<file path="config.mk">
export PLATFORM = sky130hd
export DESIGN_NAME = lcd_mode_seq
export DESIGN_NICKNAME = d
export VERILOG_FILES = /design/src/rtl/lcd_seq_pkg.sv /design/src/rtl/lcd_dot_timer.sv /design/src/rtl/lcd_mode_fsm.sv /design/src/rtl/lcd_stat_regs.sv /design/src/rtl/lcd_mode_seq.sv
export SDC_FILE = /design/constraint.sdc
export NUM_CORES = 1
export LEC_CHECK = 0
export ABC_CLOCK_PERIOD_IN_PS = 2390
export BUFFER_PORTS_ARGS = -buffer_cell sky130_fd_sc_hd__buf_2
export CORE_MARGIN = 2
export CORE_UTILIZATION = 45
export CTS_CLUSTER_DIAMETER = 80
export DETAILED_ROUTE_END_ITERATION = 8
export HOLD_SLACK_MARGIN = 0.02
export PLACE_DENSITY_LB_ADDON = 0.1
export SLEW_MARGIN = 25
export SYNTH_ARGS = -nofsm -noshare
export SYNTH_HDL_FRONTEND = slang
export SYNTH_SLANG_ARGS = --single-unit
</file>
<file path="constraint.sdc">
create_clock -name clk -period 2.39 [get_ports clk]
set_input_delay 0.239 -clock clk [delete_from_list [all_inputs] [get_ports clk]]
set_output_delay 0.239 -clock clk [all_outputs]
set_load 0.02 [all_outputs]
</file>
<file path="src/rtl/lcd_seq_pkg.sv">
package lcd_seq_pkg;

    typedef enum logic [1:0] {
        MODE_HBLANK = 2'd0,
        MODE_VBLANK = 2'd1,
        MODE_OAM    = 2'd2,
        MODE_XFER   = 2'd3
    } lcd_mode_e;

    localparam logic [1:0] SEL_STAT = 2'd0;
    localparam logic [1:0] SEL_LY   = 2'd1;
    localparam logic [1:0] SEL_LYC  = 2'd2;

endpackage

</file>
<file path="src/rtl/lcd_dot_timer.sv">
module lcd_dot_timer #(
    parameter int LINE_DOTS = 456,
    parameter int OAM_DOTS  = 80,
    parameter int XFER_DOTS = 172,
    localparam int DOT_W    = $clog2(LINE_DOTS)
) (
    input  logic clk,
    input  logic rst_n,
    input  logic run,
    input  logic dot_en,
    output logic oam_done,
    output logic xfer_done,
    output logic line_done
);

    logic [DOT_W-1:0] dot_q;
    logic             step;

    assign step = run && dot_en;

    always_ff @(posedge clk) begin
        if (!rst_n || !run) begin
            dot_q <= '0;
        end else if (dot_en) begin
            if (dot_q == DOT_W'(LINE_DOTS - 1)) begin
                dot_q <= '0;
            end else begin
                dot_q <= dot_q + DOT_W'(1);
            end
        end
    end

    assign oam_done  = step && (dot_q == DOT_W'(OAM_DOTS - 1));
    assign xfer_done = step && (dot_q == DOT_W'(OAM_DOTS + XFER_DOTS - 1));
    assign line_done = step && (dot_q == DOT_W'(LINE_DOTS - 1));

endmodule

</file>
<file path="src/rtl/lcd_mode_fsm.sv">
module lcd_mode_fsm
    import lcd_seq_pkg::*;
#(
    parameter int VIS_LINES   = 144,
    parameter int TOTAL_LINES = 154,
    localparam int LINE_W     = $clog2(TOTAL_LINES)
) (
    input  logic              clk,
    input  logic              rst_n,
    input  logic              run,
    input  logic              oam_done,
    input  logic              xfer_done,
    input  logic              line_done,
    output lcd_mode_e         mode,
    output logic [LINE_W-1:0] ly,
    output logic              ev_hblank,
    output logic              ev_vblank,
    output logic              ev_oam,
    output logic              ly_changed
);

    lcd_mode_e         state_q, state_n;
    logic [LINE_W-1:0] ly_q, ly_n;

    always_comb begin
        state_n = state_q;
        ly_n    = ly_q;
        unique case (state_q)
            MODE_OAM: begin
                if (oam_done) state_n = MODE_XFER;
            end
            MODE_XFER: begin
                if (xfer_done) state_n = MODE_HBLANK;
            end
            MODE_HBLANK: begin
                if (line_done) begin
                    ly_n = ly_q + LINE_W'(1);
                    if (ly_q == LINE_W'(VIS_LINES - 1)) begin
                        state_n = MODE_VBLANK;
                    end else begin
                        state_n = MODE_OAM;
                    end
                end
            end
            MODE_VBLANK: begin
                if (line_done) begin
                    if (ly_q == LINE_W'(TOTAL_LINES - 1)) begin
                        ly_n    = '0;
                        state_n = MODE_OAM;
                    end else begin
                        ly_n = ly_q + LINE_W'(1);
                    end
                end
            end
        endcase
    end

    // state register
    always_ff @(posedge clk) begin
        if (!rst_n || !run) begin
            state_q <= MODE_OAM;
            ly_q    <= '0;
        end else begin
            state_q <= state_n;
            ly_q    <= ly_n;
        end
    end

    // entry-event outputs
    always_ff @(posedge clk) begin
        if (!rst_n || !run) begin
            ev_hblank  <= 1'b0;
            ev_vblank  <= 1'b0;
            ev_oam     <= 1'b0;
            ly_changed <= 1'b0;
        end else begin
            ev_hblank  <= (state_n != state_q) && (state_n == MODE_HBLANK);
            ev_vblank  <= (state_n != state_q) && (state_n == MODE_VBLANK);
            ev_oam     <= (state_n != state_q) && (state_n == MODE_OAM);
            ly_changed <= (ly_n != ly_q);
        end
    end

    assign mode = state_q;
    assign ly   = ly_q;

endmodule

</file>
<file path="src/rtl/lcd_stat_regs.sv">
module lcd_stat_regs
    import lcd_seq_pkg::*;
(
    input  logic       clk,
    input  logic       rst_n,
    input  logic       wr_en,
    input  logic [1:0] sel,
    input  logic [7:0] wdata,
    input  lcd_mode_e  mode,
    input  logic [7:0] ly,
    input  logic       ev_hblank,
    input  logic       ev_vblank,
    input  logic       ev_oam,
    input  logic       ly_changed,
    output logic [7:0] rdata,
    output logic       irq_vblank,
    output logic       irq_stat
);

    logic [4:0] stat_hi_q;   // status bits [7:3]
    logic [7:0] lyc_q;
    logic       coinc;

    always_ff @(posedge clk) begin
        if (!rst_n) begin
            stat_hi_q <= '0;
            lyc_q     <= '0;
        end else if (wr_en) begin
            if (sel == SEL_STAT) stat_hi_q <= wdata[7:3];
            if (sel == SEL_LYC)  lyc_q     <= wdata;
        end
    end

    assign coinc = (ly == lyc_q);

    always_comb begin
        unique case (sel)
            SEL_STAT: rdata = {stat_hi_q, coinc, mode};
            SEL_LY:   rdata = ly;
            SEL_LYC:  rdata = lyc_q;
            default:  rdata = 8'h00;
        endcase
    end

    // stat_hi_q[0..3] are status bits 3..6
    assign irq_stat = (ev_hblank && stat_hi_q[0]) ||
                      (ev_vblank && stat_hi_q[1]) ||
                      (ev_oam    && stat_hi_q[2]) ||
                      (ly_changed && coinc && stat_hi_q[3]);
    assign irq_vblank = ev_vblank;

endmodule

</file>
<file path="src/rtl/lcd_mode_seq.sv">
module lcd_mode_seq
    import lcd_seq_pkg::*;
#(
    parameter int LINE_DOTS   = 456,
    parameter int OAM_DOTS    = 80,
    parameter int XFER_DOTS   = 172,
    parameter int VIS_LINES   = 144,
    parameter int TOTAL_LINES = 154,
    localparam int LINE_W     = $clog2(TOTAL_LINES)
) (
    input  logic       clk,
    input  logic       rst_n,
    input  logic       dot_en,
    input  logic       lcd_on,
    input  logic [1:0] reg_sel,
    input  logic       reg_wr,
    input  logic [7:0] reg_wdata,
    output logic [7:0] reg_rdata,
    output logic [1:0] mode,
    output logic       irq_vblank,
    output logic       irq_stat
);

    logic              oam_done, xfer_done, line_done;
    logic              ev_hblank, ev_vblank, ev_oam, ly_changed;
    lcd_mode_e         mode_w;
    logic [LINE_W-1:0] ly_w;
    logic [7:0]        ly_q;

    lcd_dot_timer #(
        .LINE_DOTS (LINE_DOTS),
        .OAM_DOTS  (OAM_DOTS),
        .XFER_DOTS (XFER_DOTS)
    ) u_timer (
        .clk       (clk),
        .rst_n     (rst_n),
        .run       (lcd_on),
        .dot_en    (dot_en),
        .oam_done  (oam_done),
        .xfer_done (xfer_done),
        .line_done (line_done)
    );

    lcd_mode_fsm #(
        .VIS_LINES   (VIS_LINES),
        .TOTAL_LINES (TOTAL_LINES)
    ) u_fsm (
        .clk        (clk),
        .rst_n      (rst_n),
        .run        (lcd_on),
        .oam_done   (oam_done),
        .xfer_done  (xfer_done),
        .line_done  (line_done),
        .mode       (mode_w),
        .ly         (ly_w),
        .ev_hblank  (ev_hblank),
        .ev_vblank  (ev_vblank),
        .ev_oam     (ev_oam),
        .ly_changed (ly_changed)
    );

    assign ly_q = 8'(ly_w);

    lcd_stat_regs u_regs (
        .clk        (clk),
        .rst_n      (rst_n),
        .wr_en      (reg_wr),
        .sel        (reg_sel),
        .wdata      (reg_wdata),
        .mode       (mode_w),
        .ly         (ly_q),
        .ev_hblank  (ev_hblank),
        .ev_vblank  (ev_vblank),
        .ev_oam     (ev_oam),
        .ly_changed (ly_changed),
        .rdata      (reg_rdata),
        .irq_vblank (irq_vblank),
        .irq_stat   (irq_stat)
    );

    assign mode = mode_w;

endmodule

</file>
# After elaboration in Yosys (flattened, before gate mapping)
# Cells that the tools add are included.
[word_totals] regBits=36 input_bits=15 out_inout_bits=12 wordCells=62
[classes] add_sub_neg=2 n_eq_ne=15 muxes=13 n_reduce_logical=23
[ops] cell="$mux 8" n=3
[ops] cell="$pmux 8 s3" n=1
[ops] cell="$eq 8x8->1 const B" n=2
[ops] cell="$pmux 8 s2" n=1
[ops] cell="$logic_and 1x1->1" n=12
[ops] cell="$mux 2" n=6
[ops] cell="$add 9x1->9 const B" n=1
[ops] cell="$eq 9x7->1 const B" n=1
[ops] cell="$eq 9x8->1 const B" n=1
[ops] cell="$eq 9x9->1 const B" n=1
[ops] cell="$mux 9" n=1
[ops] cell="$add 8x1->8 const B" n=1
[ops] cell="$eq 2x2->1 const B" n=4
[ops] cell="$eq 8x8->1" n=1
[ops] cell="$ne 8x8->1" n=1
[ops] cell="$pmux 2 s4" n=1
[ops] cell="$eq 2x1->1 const B" n=3
[ops] cell="$logic_not 2->1" n=3
[ops] cell="$logic_or 1x1->1" n=4
[ops] cell="$reduce_and 2->1" n=2
[ops] cell="$logic_not 1->1" n=2
[ops] cell="$ne 2x2->1" n=1

# Longest topological paths before layout
[logic_depth] depth_word=6 ltp_mapped=7 depth_no_buf=6

# Modules after synthesis
# Synthesis repeated with hierarchy kept, for this count alone.
[unflattened] cells_unflattened=215 hier_area_um2=1904.3
[by_module_without_submodules] module="lcd_stat_regs" instances=1 cells_each=85 area_per_inst_um2=798.3 seq_area_each_um2=260.2
[by_module_without_submodules] module="lcd_mode_fsm" instances=1 cells_each=78 area_per_inst_um2=654.4 seq_area_each_um2=280.3
[by_module_without_submodules] module="lcd_dot_timer" instances=1 cells_each=52 area_per_inst_um2=451.7 seq_area_each_um2=180.2

# Worst setup path before layout
# No wires, ideal clock.
[synth_timing] kind="register to output" startpoint="register u_fsm.ly_q[3], in the netlist u_fsm.ly[3]" endpoint="output port reg_rdata[2]" t_arrival_ns=1.780 path_slack_ns=0.371 path_stages_with_launch=6 path_buffers=1 cell_sequence="dfxtp_1 clkbuf_1 xor2_1 nor4_1 nand2_1 o311ai_0"
[synth_via] elab_chain_cells=2
[synth_rtl] item="start: declaration" line="lcd_mode_fsm.sv:23" source="logic [LINE_W-1:0] ly_q, ly_n;"
[synth_rtl] item="start signal: assignment" line="lcd_mode_fsm.sv:65" source="ly_q <= ly_n;"
[synth_rtl] item="$eq 8x8->1" line="lcd_stat_regs.sv:34" source="assign coinc = (ly == lyc_q);"
[synth_rtl] item="$pmux 8 s3" line="lcd_stat_regs.sv:37" source="unique case (sel)"
[synth_rtl] item="end: declaration" line="lcd_mode_seq.sv:18" source="output logic [7:0] reg_rdata,"
# Every way passes these cells.

# Final worst setup path
[layout_timing] startpoint="register u_fsm.ly_q[2], in the netlist u_fsm.ly[2]" endpoint="output port reg_rdata[2]"
[layout_via] elab_chain_cells=2
[layout_rtl] item="$eq 8x8->1" line="lcd_stat_regs.sv:34"
[layout_rtl] item="$pmux 8 s3 *" line="lcd_stat_regs.sv:37"
# Every way passes the cells marked *; elsewhere a longest branch is shown, timed or not.

==> metrics.md <==
| Metric | Value |
|---|---|
| Antenna cells | 0 |
| DP HPWL | 3330 um |
| Clk pwr share | between 30% and 40% |
| Core Util, Final | between 50% and 60% |
| Final min period | between 2 and 2.5 ns |
| Antenna violations before repair | 0 |
| Max transition margin | 55.4% |
| Area of placed instances | 2140 um2 |
| Netlist area before placement | between 1500 and 2000 um2 |
| #FFs+latches synth | 36 |
| Sink Count | 36 |
| DR WL/cell | roughly 15 um |
| Final setup viols | 0 |
| Layout area overhead | 11.8% |
| WS Path Type | reg -> out |
| GRT Overall Usage | about 19% |
| Worst VDD drop | roughly 0.00035 V |
| Min-delay worst type | in -> reg |
| Die Ht | just over 70 um |
| Clk root buf | clkbuf_8 |
| Worst setup EP type | output port |
| P_sw | around 280 uW |
| Fin crit share | ~90% |
| Maxcap violations | 0 |
| Seq. cell area | ~700 um2 |
| Register area share after synthesis | between 30% and 40% |
| GPL Wtd Cong | about 0.76 |
| GR Util met2 | between 20% and 30% |
| Die area | about 5000 um2 |
| Setup TNS | 0 ns |
| Largest net degree at the start of global routing | 16 |
| Synth async-reset ratio | 0% |
| Power Density | approximately 530 nW/um2 |
| Number of global-route vias before repair | 1,511 |
| I/O pin cnt | 27 |
| Worst-Skew Late Latency | about 0.29 ns |
| Clk slew on worst S/H paths | about 0.07 ns |
| Core Area | about 4300 um2 |
| Nets | roughly 260 |
| Setup Skew | about 0.0096 ns |
| Number of synthesized flops with an enable pin | 0 |
| Setup bufs post-CTS | 0 |
| Vias per std cell | around 5.5 |
| Syn Area/Cell | just under 9 um2 |
| Unrepaired setup endpoints after global routing | no |
| Yosys cell types | 48 |
| Leak | 0.963 nW |
| CTS Buf Count | 5 |
| Hold_ws | 0.208 ns |
| Worst setup SP type | flop |
| Commonest non-fill, non-tap cells in the layout | dfxtp_1 (36), buf_2 (26), mux2i_1 (21) |
| Prevailing post-synth register cell | dfxtp_1 |
| CTS tree | done |
| Max Slew Vio Count | 0 |
| Vias | 1,647 |
| Clk buf depth | 2 |
| IO buf count | 26 |
| Finished Layout Cells | around 300 |
| CTS Hold Bufs | 0 |
| Die span in x | 70.6 um |
| FMAX | between 0.4 and 0.5 GHz |
| H-tree Lvls | 2 |
| Syn nets | about 250 |
| Power Internal | roughly 910 uW |
| Sequential Power Share | 52.2% |
| Initial DRC Count | between 100 and 150 |
| Status | complete, no violations |
| Routed WL | ~4500 um |
| Layout cells sized above 1 | a little under a fifth |
| Commonest non-fill, non-tap cell in the layout | dfxtp_1 |
| Syn. warnings | 0 |
| CTS-repair resized insts | 0 |
| Worst Max-Slew Pin Slew | around 0.67 ns |
| Grt met3 use | 4.42% |
| Design area | between 2000 and 2500 um2 |
| Antenna-violating nets left | 0 |
| Worst path required time | about 2.2 ns |
| Layer with the highest usage | met2 |
| TritonRoute pass-1 iters | 4 |
| Multi-input logic area | about 1200 um2 |
| Overflow after GRT | 0 |
| Crit Path Max Fanout | 9 |
| Fillers | around 440 |
| Comb pwr share | just under 8% |
| Worst EP arrival | ~1.9 ns |
| Net Sw Frac | between 20% and 30% |
| Final Hold Viols | 0 |
| Inst Count DP | between 200 and 300 |
| Std cell rows | 24 |
| DRC Markers | 0 |
| Initial Utilization | between 40% and 50% |
| M1 GR Usage | around 28% |
| Cells after synthesis | ~230 |
| First-pass GRT wire length | 7540 um |
[cell type report]
cell class,count,area share (%)
clock buffers,7,4.31
multi-input cells,170,53.0
well taps,52,2.91
flip-flops and latches,36,32.3
repair buffers,29,6.83
inverters,4,0.672
[per-stage QoR]
stage / setup slack [ns] / total power [mW]
final: 0.228 / 1.18
after global routing: 0.109 / 1.24
after CTS: 0.234 / 1.20
after detailed placement: 0.456 / 0.724
after global placement: 0.483 / 0.722
after floorplan: 0.371 / 0.691
[power by group through the flow]
| stage | Clock [mW] | Combinational, mW | Sequential [mW] |
|---|---|---|---|
| 2_1_floorplan | 0 | 0.0634 | 0.628 |
| 4_1_cts | 0.488 | 0.0938 | 0.616 |
| 3_5_place_dp | 0 | 0.0935 | 0.630 |
| 5_1_grt | 0.520 | 0.104 | 0.617 |
| 6_report | 0.472 | 0.0932 | 0.616 |
| 3_3_place_gp | 0 | 0.0924 | 0.630 |
[path summary, 6_finish.rpt]
kind	startpoint	to	slack, ns	depth (start not counted)
setup reg to reg	u_timer.dot_q[0]	u_fsm.ly[0]	0.44	5
hold reg to reg	u_regs.stat_hi_q[4]	u_regs.stat_hi_q[4]	0.52	2
hold / removal	reg_wdata[2]	u_regs.lyc_q[2]	0.21	3
setup / recovery	u_fsm.ly[2]	reg_rdata[2]	0.23	5
[cell usage after synthesis (all sizes together), types with 2 or more instances]
| cell type | number | area [um2] |
|---|---|---|
| a32o | 3 | 30.0 |
| nor2b | 15 | 93.8 |
| or3 | 2 | 12.5 |
| clkbuf | 9 | 33.8 |
| nand4 | 2 | 12.5 |
| dfxtp | 36 | 721 |
| o21a | 2 | 15.0 |
| ha | 3 | 37.5 |
| nor4 | 6 | 37.5 |
| o211a | 2 | 20.0 |
| buf | 9 | 45.1 |
| xnor2 | 5 | 43.8 |
| nor2 | 17 | 63.8 |
| mux2i | 21 | 210 |
| or2 | 2 | 12.5 |
| and3 | 3 | 18.8 |
| a21oi | 7 | 38.8 |
| nor3 | 8 | 40.0 |
| nand4b | 2 | 32.5 |
| nand3 | 3 | 15.0 |
| inv | 4 | 15.0 |
| nand2 | 20 | 75.1 |
| nor3b | 3 | 27.5 |
| xor2 | 12 | 105 |
| nor4b | 2 | 23.8 |
| nand3b | 2 | 15.0 |
| a2111oi | 2 | 17.5 |
| o21ai | 13 | 65.1 |
[worst max-delay path: stages, from the launching register on]
cell      delay, ns
dfxtp_1        0.50
xor2_1         0.14
nor4_1         0.29
nand2_1        0.14
o311ai_0       0.33
buf_2          0.23
[kinds of logic (layout without fill, tap and decap cells)]
kind of cell,after synthesis,in the layout,synth area share (%)
AND/OR/NAND/NOR,93,93,26.9
AO/OA/AOI/OAI,36,36,12.5
flip-flops,36,36,36.1
buffers and inverters,22,40,4.70
multiplexers,21,21,10.5
XOR/XNOR,17,17,7.45
adder cells (fa/ha/maj),3,3,1.88
[per-layer routing]
layer | part of all wire, % | wire, um
met5 | 0 | 0
met4 | 1.4 | 65
met3 | 3.8 | 169
met2 | 45 | 2010
met1 | 50 | 2260
[flip-flops by register name (all words and copies together), names as in the netlist]
signal	flops
u_timer.dot_q	9
u_fsm.ly	8
u_regs.lyc_q	8
u_regs.stat_hi_q	5
u_fsm.mode	2
u_fsm.ev_hblank	1
u_fsm.ev_oam	1
u_fsm.ev_vblank	1
u_fsm.ly_changed	1
Power figures use the tool's default switching activity.
